## src/rtl/gtmr_pkg.sv

```systemverilog
package gtmr_pkg;
    localparam int BYTE_W = 8;
    localparam int CNT_W  = 2 * BYTE_W;
    localparam int PS_W   = 2;
    localparam int PSC_W  = (1 << PS_W) - 1;

    typedef enum logic [1:0] {
        SRC_INSTR = 2'b00,
        SRC_SYS   = 2'b01,
        SRC_EXT   = 2'b10,
        SRC_NONE  = 2'b11
    } clk_src_e;

    typedef enum logic [1:0] {
        GSRC_PIN  = 2'b00,
        GSRC_PEER = 2'b01,
        GSRC_CMPA = 2'b10,
        GSRC_CMPB = 2'b11
    } gate_src_e;

    typedef struct packed {
        logic            run;
        clk_src_e        src;
        logic [PS_W-1:0] presc;
        logic            ext_sync;
    } cnt_cfg_t;

    typedef struct packed {
        logic      enable;
        logic      invert;
        logic      toggle;
        logic      single;
        gate_src_e sel;
    } gate_cfg_t;

    function automatic logic [PSC_W-1:0] presc_top(input logic [PS_W-1:0] ps);
        return PSC_W'((1 << ps) - 1);
    endfunction
endpackage

```

## src/rtl/gtmr_tick_src.sv

```systemverilog
module gtmr_tick_src
    import gtmr_pkg::*;
#(
    parameter int SYNC_STAGES = 2,
    parameter int DIV_W       = 2
) (
    input  logic     clk,
    input  logic     rst,
    input  cnt_cfg_t cfg,
    input  logic     ext_clk,
    output logic     tick
);
    logic [SYNC_STAGES-1:0] ext_sh;
    logic                   ext_lvl, ext_prev, ext_rise, ext_fall;
    logic                   armed;
    logic [DIV_W-1:0]       div_q;

    always_ff @(posedge clk) begin
        if (rst) begin
            ext_sh   <= '0;
            ext_prev <= 1'b0;
        end else begin
            ext_sh   <= {ext_sh[SYNC_STAGES-2:0], ext_clk};
            ext_prev <= ext_lvl;
        end
    end

    assign ext_lvl  = cfg.ext_sync ? ext_sh[SYNC_STAGES-1] : ext_sh[0];
    assign ext_rise = ext_lvl & ~ext_prev;
    assign ext_fall = ~ext_lvl & ext_prev;

    // counting on the external pin waits for a first falling edge
    always_ff @(posedge clk) begin
        if (rst || !cfg.run || cfg.src != SRC_EXT) armed <= 1'b0;
        else if (ext_fall)                         armed <= 1'b1;
    end

    always_ff @(posedge clk) begin
        if (rst || !cfg.run) div_q <= '0;
        else                 div_q <= div_q + 1'b1;
    end

    always_comb begin
        case (cfg.src)
            SRC_INSTR: tick = &div_q;
            SRC_SYS:   tick = 1'b1;
            SRC_EXT:   tick = armed & ext_rise;
            default:   tick = 1'b0;
        endcase
    end
endmodule

```

## src/rtl/gtmr_gate.sv

```systemverilog
module gtmr_gate
    import gtmr_pkg::*;
#(
    parameter int SYNC_STAGES = 2
) (
    input  logic      clk,
    input  logic      rst,
    input  logic      run,
    input  gate_cfg_t cfg,
    input  logic      gate_pin,
    input  logic      peer_match,
    input  logic      cmp1,
    input  logic      cmp2,
    input  logic      go_set,
    output logic      gate_ok,
    output logic      gate_level,
    output logic      go_busy,
    output logic      gate_evt
);
    logic [SYNC_STAGES-1:0] pin_sh;
    logic raw, act, act_d, act_rise;
    logic tog_q, eff, eff_d, eff_rise, eff_fall;
    logic go_q, acq_q;

    always_ff @(posedge clk) begin
        if (rst) begin
            pin_sh <= '0;
            act_d  <= 1'b0;
            eff_d  <= 1'b0;
        end else begin
            pin_sh <= {pin_sh[SYNC_STAGES-2:0], gate_pin};
            act_d  <= act;
            eff_d  <= eff;
        end
    end

    always_comb begin
        case (cfg.sel)
            GSRC_PIN:  raw = pin_sh[SYNC_STAGES-1];
            GSRC_PEER: raw = peer_match;
            GSRC_CMPA: raw = cmp1;
            default:   raw = cmp2;
        endcase
    end

    assign act      = raw ^ cfg.invert;
    assign act_rise = act & ~act_d;

    always_ff @(posedge clk) begin
        if (rst || !run || !cfg.toggle) tog_q <= 1'b0;
        else if (act_rise)              tog_q <= ~tog_q;
    end

    assign eff      = cfg.toggle ? tog_q : act;
    assign eff_rise = eff & ~eff_d;
    assign eff_fall = ~eff & eff_d;

    always_ff @(posedge clk) begin
        if (rst || !cfg.single || !cfg.enable) begin
            go_q  <= 1'b0;
            acq_q <= 1'b0;
        end else begin
            if (go_set)                 go_q <= 1'b1;
            else if (acq_q && eff_fall) go_q <= 1'b0;
            if (acq_q && eff_fall)      acq_q <= 1'b0;
            else if (go_q && eff_rise)  acq_q <= 1'b1;
        end
    end

    assign gate_ok    = cfg.single ? (go_q && eff && (acq_q || eff_rise)) : eff;
    assign gate_evt   = cfg.enable && (cfg.single ? (acq_q && eff_fall) : eff_fall);
    assign gate_level = eff;
    assign go_busy    = go_q;
endmodule

```

## src/rtl/gtmr_core.sv

```systemverilog
module gtmr_core
    import gtmr_pkg::*;
(
    input  logic              clk,
    input  logic              rst,
    input  logic              run,
    input  logic              tick,
    input  logic              cnt_en,
    input  logic [PS_W-1:0]   presc,
    input  logic              wr_lo,
    input  logic              wr_hi,
    input  logic [BYTE_W-1:0] wr_data,
    input  logic              ovf_clr,
    input  logic              evt,
    input  logic              evt_clr,
    output logic [CNT_W-1:0]  count,
    output logic              ovf,
    output logic              evt_flag
);
    logic [PSC_W-1:0] psc_q;
    logic             gtick, inc, wr_any, at_top;

    assign wr_any = wr_lo | wr_hi;
    assign gtick  = run & tick & cnt_en;
    assign at_top = (psc_q == presc_top(presc));
    assign inc    = gtick & at_top;

    always_ff @(posedge clk) begin
        if (rst || !run || wr_any) psc_q <= '0;
        else if (gtick)            psc_q <= at_top ? '0 : psc_q + 1'b1;
    end

    always_ff @(posedge clk) begin
        if (rst) begin
            count <= '0;
        end else if (wr_any) begin
            if (wr_lo) count[BYTE_W-1:0]     <= wr_data;
            if (wr_hi) count[CNT_W-1:BYTE_W] <= wr_data;
        end else if (inc) begin
            count <= count + 1'b1;
        end
    end

    always_ff @(posedge clk) begin
        if (rst)                             ovf <= 1'b0;
        else if (inc && !wr_any && &count)   ovf <= 1'b1;
        else if (ovf_clr)                    ovf <= 1'b0;
    end

    always_ff @(posedge clk) begin
        if (rst)          evt_flag <= 1'b0;
        else if (evt)     evt_flag <= 1'b1;
        else if (evt_clr) evt_flag <= 1'b0;
    end
endmodule

```

## src/rtl/gated_timer16.sv

```systemverilog
module gated_timer16
    import gtmr_pkg::*;
#(
    parameter int SYNC_STAGES = 2
) (
    input  logic              clk,
    input  logic              rst,
    input  logic              tmr_on,
    input  logic [1:0]        clk_sel,
    input  logic [PS_W-1:0]   presc_sel,
    input  logic              ext_sync,
    input  logic              gate_en,
    input  logic              gate_inv,
    input  logic              gate_toggle,
    input  logic              gate_single,
    input  logic [1:0]        gate_sel,
    input  logic              go_set,
    input  logic              wr_lo,
    input  logic              wr_hi,
    input  logic [BYTE_W-1:0] wr_data,
    input  logic              ovf_clr,
    input  logic              gevt_clr,
    input  logic              ext_clk,
    input  logic              gate_pin,
    input  logic              peer_match,
    input  logic              cmp1,
    input  logic              cmp2,
    output logic [BYTE_W-1:0] count_lo,
    output logic [BYTE_W-1:0] count_hi,
    output logic              ovf_flag,
    output logic              gevt_flag,
    output logic              go_busy,
    output logic              gate_level
);
    cnt_cfg_t         ccfg;
    gate_cfg_t        gcfg;
    logic             tick, gate_ok, gate_evt;
    logic [CNT_W-1:0] count;

    assign ccfg = '{run: tmr_on, src: clk_src_e'(clk_sel), presc: presc_sel, ext_sync: ext_sync};
    assign gcfg = '{enable: gate_en, invert: gate_inv, toggle: gate_toggle,
                    single: gate_single, sel: gate_src_e'(gate_sel)};

    gtmr_tick_src #(.SYNC_STAGES(SYNC_STAGES), .DIV_W(2)) u_src (
        .clk(clk), .rst(rst), .cfg(ccfg), .ext_clk(ext_clk), .tick(tick)
    );

    gtmr_gate #(.SYNC_STAGES(SYNC_STAGES)) u_gate (
        .clk(clk), .rst(rst), .run(tmr_on), .cfg(gcfg),
        .gate_pin(gate_pin), .peer_match(peer_match), .cmp1(cmp1), .cmp2(cmp2),
        .go_set(go_set), .gate_ok(gate_ok), .gate_level(gate_level),
        .go_busy(go_busy), .gate_evt(gate_evt)
    );

    gtmr_core u_core (
        .clk(clk), .rst(rst), .run(tmr_on), .tick(tick),
        .cnt_en(!gate_en || gate_ok), .presc(presc_sel),
        .wr_lo(wr_lo), .wr_hi(wr_hi), .wr_data(wr_data), .ovf_clr(ovf_clr),
        .evt(gate_evt), .evt_clr(gevt_clr),
        .count(count), .ovf(ovf_flag), .evt_flag(gevt_flag)
    );

    assign count_lo = count[BYTE_W-1:0];
    assign count_hi = count[CNT_W-1:BYTE_W];
endmodule

```

## config.mk

```make
export PLATFORM = sky130hd
export DESIGN_NAME = gated_timer16
export DESIGN_NICKNAME = d
export VERILOG_FILES = /design/src/rtl/gtmr_pkg.sv /design/src/rtl/gtmr_tick_src.sv /design/src/rtl/gtmr_gate.sv /design/src/rtl/gtmr_core.sv /design/src/rtl/gated_timer16.sv
export SDC_FILE = /design/constraint.sdc
export NUM_CORES = 1
export LEC_CHECK = 0
export BUFFER_PORTS_ARGS = -buffer_cell sky130_fd_sc_hd__buf_4
export CAP_MARGIN = 0
export CELL_PAD_IN_SITES_DETAIL_PLACEMENT = 1
export CELL_PAD_IN_SITES_GLOBAL_PLACEMENT = 1
export CORE_UTILIZATION = 38
export DETAILED_ROUTE_END_ITERATION = 8
export MAX_ROUTING_LAYER = met4
export PLACE_DENSITY_LB_ADDON = 0.1
export SLEW_MARGIN = 20
export SYNTH_ARGS = -nofsm -noshare
export SYNTH_HDL_FRONTEND = slang
export SYNTH_SLANG_ARGS = --single-unit
```

## constraint.sdc

```tcl
create_clock -name clk -period 4.5 [get_ports clk]
set_input_delay 0.45 -clock clk [delete_from_list [all_inputs] [get_ports clk]]
set_output_delay 0.45 -clock clk [all_outputs]
set_load 0.02 [all_outputs]
```

## Word-level counts from Yosys, hierarchy flattened

Index checks and enable logic that the tools add are counted.

- $add $sub $neg: 4
- Equal/unequal tests: 8
- Shift-type cells: 1
- Muxes and demuxes: 17
- Bitwise operators: 17
- Reductions and logical operators: 31

Operators with widths:

| kind | number |
|---|---|
| 16-bit 2-to-1 mux | 2 |
| 16-bit by 1-bit adder with 16-bit output (second input constant) | 1 |
| 8-bit 2-to-1 mux | 2 |
| 16-bit AND reduction | 1 |
| 1-bit 2-to-1 mux | 10 |
| 1-bit AND | 9 |
| 1-bit logical OR | 8 |
| 2-bit nonzero test | 4 |
| 1-bit logical AND | 7 |
| 2-bit != test (second input constant) | 3 |
| 1-bit inverter | 6 |
| 1-bit case mux with 3 select lines | 2 |
| 2-bit AND reduction | 3 |
| 1-bit logical NOT | 5 |
| 2-bit by 1-bit equality test with 1-bit output (second input constant) | 2 |
| 2-bit equality test (second input constant) | 2 |
| 2-bit logical NOT | 2 |
| 3-bit by 1-bit adder with 3-bit output (second input constant) | 1 |
| 3-bit equality test | 1 |
| 3-bit 2-to-1 mux | 1 |
| 1-bit by 2-bit << shifter with 3-bit output (first input constant) | 1 |
| 3-bit by 2-bit subtractor with 3-bit output (second input constant) | 1 |
| 2-bit by 1-bit adder with 2-bit output (second input constant) | 1 |
| 2-bit OR reduction | 1 |
| other kinds (2) | 2 |

- Flip-flop bits (word level): 34
- Bits of input ports: 32
- Output and inout port bits: 20
- Word-level logic and storage cells: 93

## Depth between registers and ports, before layout

- Word-level depth: 14
- Gate-level depth with buffers: 8
- Depth with buffers taken out: 7

## Cells and area by module

A second synthesis with hierarchy kept.

- Cells, all modules: 220
- Area total of the unflattened synthesis: 1879.3 um^2

Modules (own cells, without submodules):

| module | times used | cells each | area each (um^2) | sequential area each (um^2) |
|---|---|---|---|---|
| gtmr_core | 1 | 159 | 1303.8 | 420.4 |
| gtmr_gate | 1 | 40 | 359.1 | 140.1 |
| gtmr_tick_src | 1 | 20 | 210.2 | 120.1 |
| gated_timer16 | 1 | 1 | 6.3 | 0.0 |

## Worst setup path after synthesis

No wires, ideal clock.

- Kind: in2reg
- Start: in gate_sel[0]
- End: reg u_core.count[6]
- Library setup time: 0.095 ns
- Data arrival time: 2.313 ns
- Required time: 4.405 ns
- Setup slack: 2.092 ns
- Stages on the path: 6
- Path buffers: 0
- Cell sequence: mux4_2 xnor2_2 a311oi_4 nand4_4 o41a_1 a221oi_1

- Longest elaborated chain between the ends: 13
- Elaborated cells on any way between the ends: 16
- Those cells by class: eq/ne: 2; mux: 3; bitwise: 4; reduce/logical: 7

RTL lines:

| item | line | RTL |
|---|---|---|
| from (decl) | gated_timer16.sv:16 | `input logic [1:0] gate_sel,` |
| 2-bit equality test, or another cell as far along | gtmr_gate.sv:38 | `case (cfg.sel)` |
| 1-bit case mux with 3 select lines (*) | gtmr_gate.sv:38 |  |
| 1-bit XOR (*) | gtmr_gate.sv:46 | `assign act = raw ^ cfg.invert;` |
| 1-bit 2-to-1 mux (*) | gtmr_gate.sv:54 | `assign eff = cfg.toggle ? tog_q : act;` |
| 1-bit AND | gtmr_gate.sv:55 | `assign eff_rise = eff & ~eff_d;` |
| 1-bit logical OR | gtmr_gate.sv:70 | `assign gate_ok = cfg.single ? (go_q && eff && (acq_q \|\| eff_rise)) : eff;` |
| 1-bit logical AND | gtmr_gate.sv:70 |  |
| 1-bit 2-to-1 mux (*) | gtmr_gate.sv:70 |  |
| 1-bit logical OR (*) | gated_timer16.sv:57 | `.cnt_en(!gate_en \|\| gate_ok), .presc(presc_sel),` |
| 1-bit AND (*) | gtmr_core.sv:24 | `assign gtick = run & tick & cnt_en;` |
| 1-bit AND (*) | gtmr_core.sv:26 | `assign inc = gtick & at_top;` |
| 2-bit nonzero test (no source line) (*) | - |  |
| 2-bit AND reduction (no source line) (*) | - |  |
| to (signal, indexed assignment) | gtmr_core.sv:37 | `if (wr_lo) count[BYTE_W-1:0] <= wr_data;` |
| to (signal, indexed assignment) | gtmr_core.sv:38 | `if (wr_hi) count[CNT_W-1:BYTE_W] <= wr_data;` |
| to (signal assigned) | gtmr_core.sv:40 | `count <= count + 1'b1;` |
| to (decl) | gtmr_core.sv:16 | `output logic [CNT_W-1:0] count,` |

Every way passes the cells marked *; elsewhere a longest branch is shown, timed or not.
A chain may end at the register's enable or synchronous reset.

## Final worst setup path

- Start: reg u_gate.pin_sh[1]
- End: reg u_core.count[6]

- Longest elaborated chain between the ends: 12
- Elaborated cells on any way between the ends: 13
- Those cells by class: mux: 3; bitwise: 4; reduce/logical: 6

RTL lines:

| item | line | RTL |
|---|---|---|
| from (decl) | gtmr_gate.sv:20 | `logic [SYNC_STAGES-1:0] pin_sh;` |
| from (signal assigned) | gtmr_gate.sv:31 | `pin_sh <= {pin_sh[SYNC_STAGES-2:0], gate_pin};` |
| 1-bit case mux with 3 select lines (*) | gtmr_gate.sv:38 |  |
| 1-bit XOR (*) | gtmr_gate.sv:46 |  |
| 1-bit 2-to-1 mux (*) | gtmr_gate.sv:54 |  |
| 1-bit AND | gtmr_gate.sv:55 |  |
| 1-bit logical OR | gtmr_gate.sv:70 |  |
| 1-bit logical AND | gtmr_gate.sv:70 |  |
| 1-bit 2-to-1 mux (*) | gtmr_gate.sv:70 |  |
| 1-bit logical OR (*) | gated_timer16.sv:57 |  |
| 1-bit AND (*) | gtmr_core.sv:24 |  |
| 1-bit AND (*) | gtmr_core.sv:26 |  |
| 2-bit nonzero test (no source line) (*) | - |  |
| 2-bit AND reduction (no source line) (*) | - |  |

Marked as above.

==> summary.txt <==
Logic synthesis
  – Post-Syn Nets: about 250
  – Count of cell types in the netlist: 53
  – Yosys top cell area share: ~37%
  – Ys Warns: 0
  – Synth Instances: between 200 and 250
  – Synth top cells by count: dfxtp_1 (34), nand2_1 (22), nor2_1 (17)
  – Dominant cell by count in the synthesized netlist: dfxtp_1
  – Seq/Total Area, Yosys: between 30 and 40%
  – Top area cells in the synthesized netlist: dfxtp_1 (37%), nand2_1 (4.5%), a21oi_1 (4.4%), nor2_1 (3.5%), nor3_1 (3.0%)
  – Area of the mapped netlist: 1827 µm²
  – Async set-reset flop share out of synthesis: 0%
  – Yosys reg bits: 34
  – Synthesized area per cell: between 8 and 9 µm²
  – Synth area leader: dfxtp_1
  – Number of synthesized flops with an enable pin: 0
  – Synth Flop Type: dfxtp_1

STA
  – Final worst path period share: a little over half
  – RSZ-0062 raised after global routing: false
  – Final setup fails: 0
  – Fin Hold WS: about 330 ps
  – Setup TNS: 0 ps
  – Worst-Margin Slew: ~540 ps
  – Hold Violations, Final: 0
  – Relative slew slack: a little over three fifths
  – Max-slew violation count: 0
  – Fmax: 412.5 MHz
  – Final min period: roughly 2400 ps
  – Worst clock skew: approximately 8.5 ps

Floorplanning
  – Boundary Pins: 52
  – Total core area: ~4500 µm²
  – Starting density of the core: about two fifths
  – Die area: 5089 µm²
  – FP Rows: 24
  – Die Ht: around 71 µm
  – Die Wd: 71.34 µm

Job
  – MaxCap Viol Count: 0

Clocking
  – H-tree levels: 2
  – Clock Path Buffers: 2
  – Clk Latency, worst-skew pair: 290 ps
  – CTS tree: yes
  – Post_cts resized: 0
  – Post-CTS repair timing setup buffer count: 0
  – Hold-fix buffers, CTS: 0
  – Total CTS buffers: 5
  – Num Clock Sinks: 34
  – Clock slew at reported path FFs: ~80 ps
  – Root Buffer Master: clkbuf_8

Placement
  – Post-DP Area: 2245 µm²
  – # port buffers: between 50 and 60
  – Routability cong.: between 0.7 and 0.8
  – Placed wire-length estimate: 3850 µm

Critical path
  – Crit path kind: reg -> reg
  – Largest fanout on the critical path: 10
  – Startpoint types: flop
  – FF-to-FF Start: u_gate.pin_sh[1]$_SDFF_PP0_
  – Crit path arrival time: between 2000 and 3000 ps
  – CP max-delay cell: a311oi_4
  – Critical Path RT: about 4700 ps
  – Critical Path Sink Type: flop
  – Critical path's largest stage delay: 480 ps
  – Setup crit start: u_gate.pin_sh[1]$_SDFF_PP0_
  – Crit path cell chain: mux4_2, xnor2_2, a311oi_4, nand4_4, o41a_1, a221oi_1

Power
  – Pleak: around 0.9 nW
  – Power Density: 313.1 nW/µm²
  – Overall power: 0.7384 mW
  – Peak supply drop: approximately 0.17 mV

Route
  – Vias per cell: between 5 and 6
  – Top sig layer: met4
  – Routed Antenna Nets: 0
  – Metal-1 WL: 2521 µm
  – 1st-iter DRT viols: 83
  – Routed length per instance: about 16 µm
  – Routed Wire Length: ~5000 µm
  – Drt pass-1 iters: 4
  – Residual DRC: 0
  – Met3 WL: 165 µm
  – Via count: approximately 1800
  – Met2 Wirelength: roughly 2400 µm

Global route
  – Grt total ovfl: 0
  – Initial antenna violation count: 0
  – Global Route Usage Sum: 22.38%
  – Vias in the first global route: between 1500 and 2000
  – Largest net degree at the start of global routing: 31
  – Global-route wire length before repair: just under 9000 µm

Status
  – Outcome: complete, no violations

Finish
  – Final std cell area, no fill: between 2000 and 2500 µm²
  – Share of cells above drive strength 1: 27.41%
  – Fill cells: 573
  – Final #Nets: 304
  – P&R area growth vs syn: 29.11%
  – Final core utilization: about 53%
  – Antenna Cells: 0

Min path
  – Hold_sp: clk_sel[0]
  – Min-Delay Path Class: in -> reg
## worst max-delay path: cells and delay by family (launching register included)
family	cells	cell delay, ps
multiplexers	1	470
AO/OA/AOI/OAI	3	1110
flip-flops	1	310
XOR/XNOR	1	200
AND/OR/NAND/NOR	1	250
## power by group
group | internal (mW) | switching (mW) | leakage [nW]
combinational | 0.0569 | 0.0658 | 0.572
sequential | 0.315 | 0.0145 | 0.279
clock | 0.165 | 0.122 | 0.0504
total | 0.536 | 0.202 | 0.902
## final cells by class
type	instances	area, µm²	share of cell area (%)
clock buffers	5	68.82	2.918
clock inverters	3	45.04	1.910
inverters	10	37.54	1.592
multi-input cells	167	1079	45.73
flip-flops and latches	34	680.7	28.86
well taps	52	65.06	2.759
repair buffers	51	382.9	16.23
## path summary, 6_finish.rpt
path                                  endpoint  slack (ps)  cells past startpoint
setup / recovery  u_core.count[6]$_SDFFE_PP0P_        2080                      6
hold / removal        u_src.armed$_SDFFE_PP0P_         330                      2
setup reg to reg  u_core.count[6]$_SDFFE_PP0P_        2080                      6
hold reg to reg      u_src.div_q[0]$_SDFF_PP0_         420                      1
## layout by cell type (no fill, tap or decap), types with 3 or more instances in the layout
cell / n
dfxtp_1: 34
nor3_1: 11
a21oi_1: 16
inv_1: 9
nand4_1: 5
buf_4: 51
o22ai_1: 3
o211ai_1: 4
o31a_1: 4
nand3_1: 7
nor2b_1: 6
ha_1: 3
or3_1: 3
o21ai_0: 10
o31ai_1: 6
nor2_1: 17
clkbuf_8: 5
nor3b_1: 4
nand2_1: 22
mux2i_1: 3
nand2b_1: 5
## routing by layer
| layer | GRT usage (%) | vias to the layer above |
|---|---|---|
| met5 | - | - |
| met4 | 6.000 | 0 |
| met3 | 4.501 | 7 |
| met2 | 33.54 | 36 |
| met1 | 30.76 | 869 |
| li1 | - | 901 |
## state kept, by name, summed over array words and instances (netlist names), 2 cells and up
signal and count:
u_core.psc_q 3, u_src.ext_sh 2, u_core.count 16, u_src.div_q 2
u_gate.pin_sh 2
## through the flow
step,setup slack [ps],std cells
after floorplan,2092,217
after global placement,1855,314
after detailed placement,1794,314
after CTS,2067,322
after global routing,1921,322
final,2076,322
## cell families after synthesis
logic type / Yosys count / synth area share [%]
adder cells (fa/ha/maj): 3 / 2.055
XOR/XNOR: 3 / 1.850
AO/OA/AOI/OAI: 59 / 22.60
multiplexers: 5 / 3.493
flip-flops: 34 / 37.26
AND/OR/NAND/NOR: 97 / 29.04
buffers and inverters: 16 / 3.698
No activity file was read; power rests on OpenSTA's default activity.
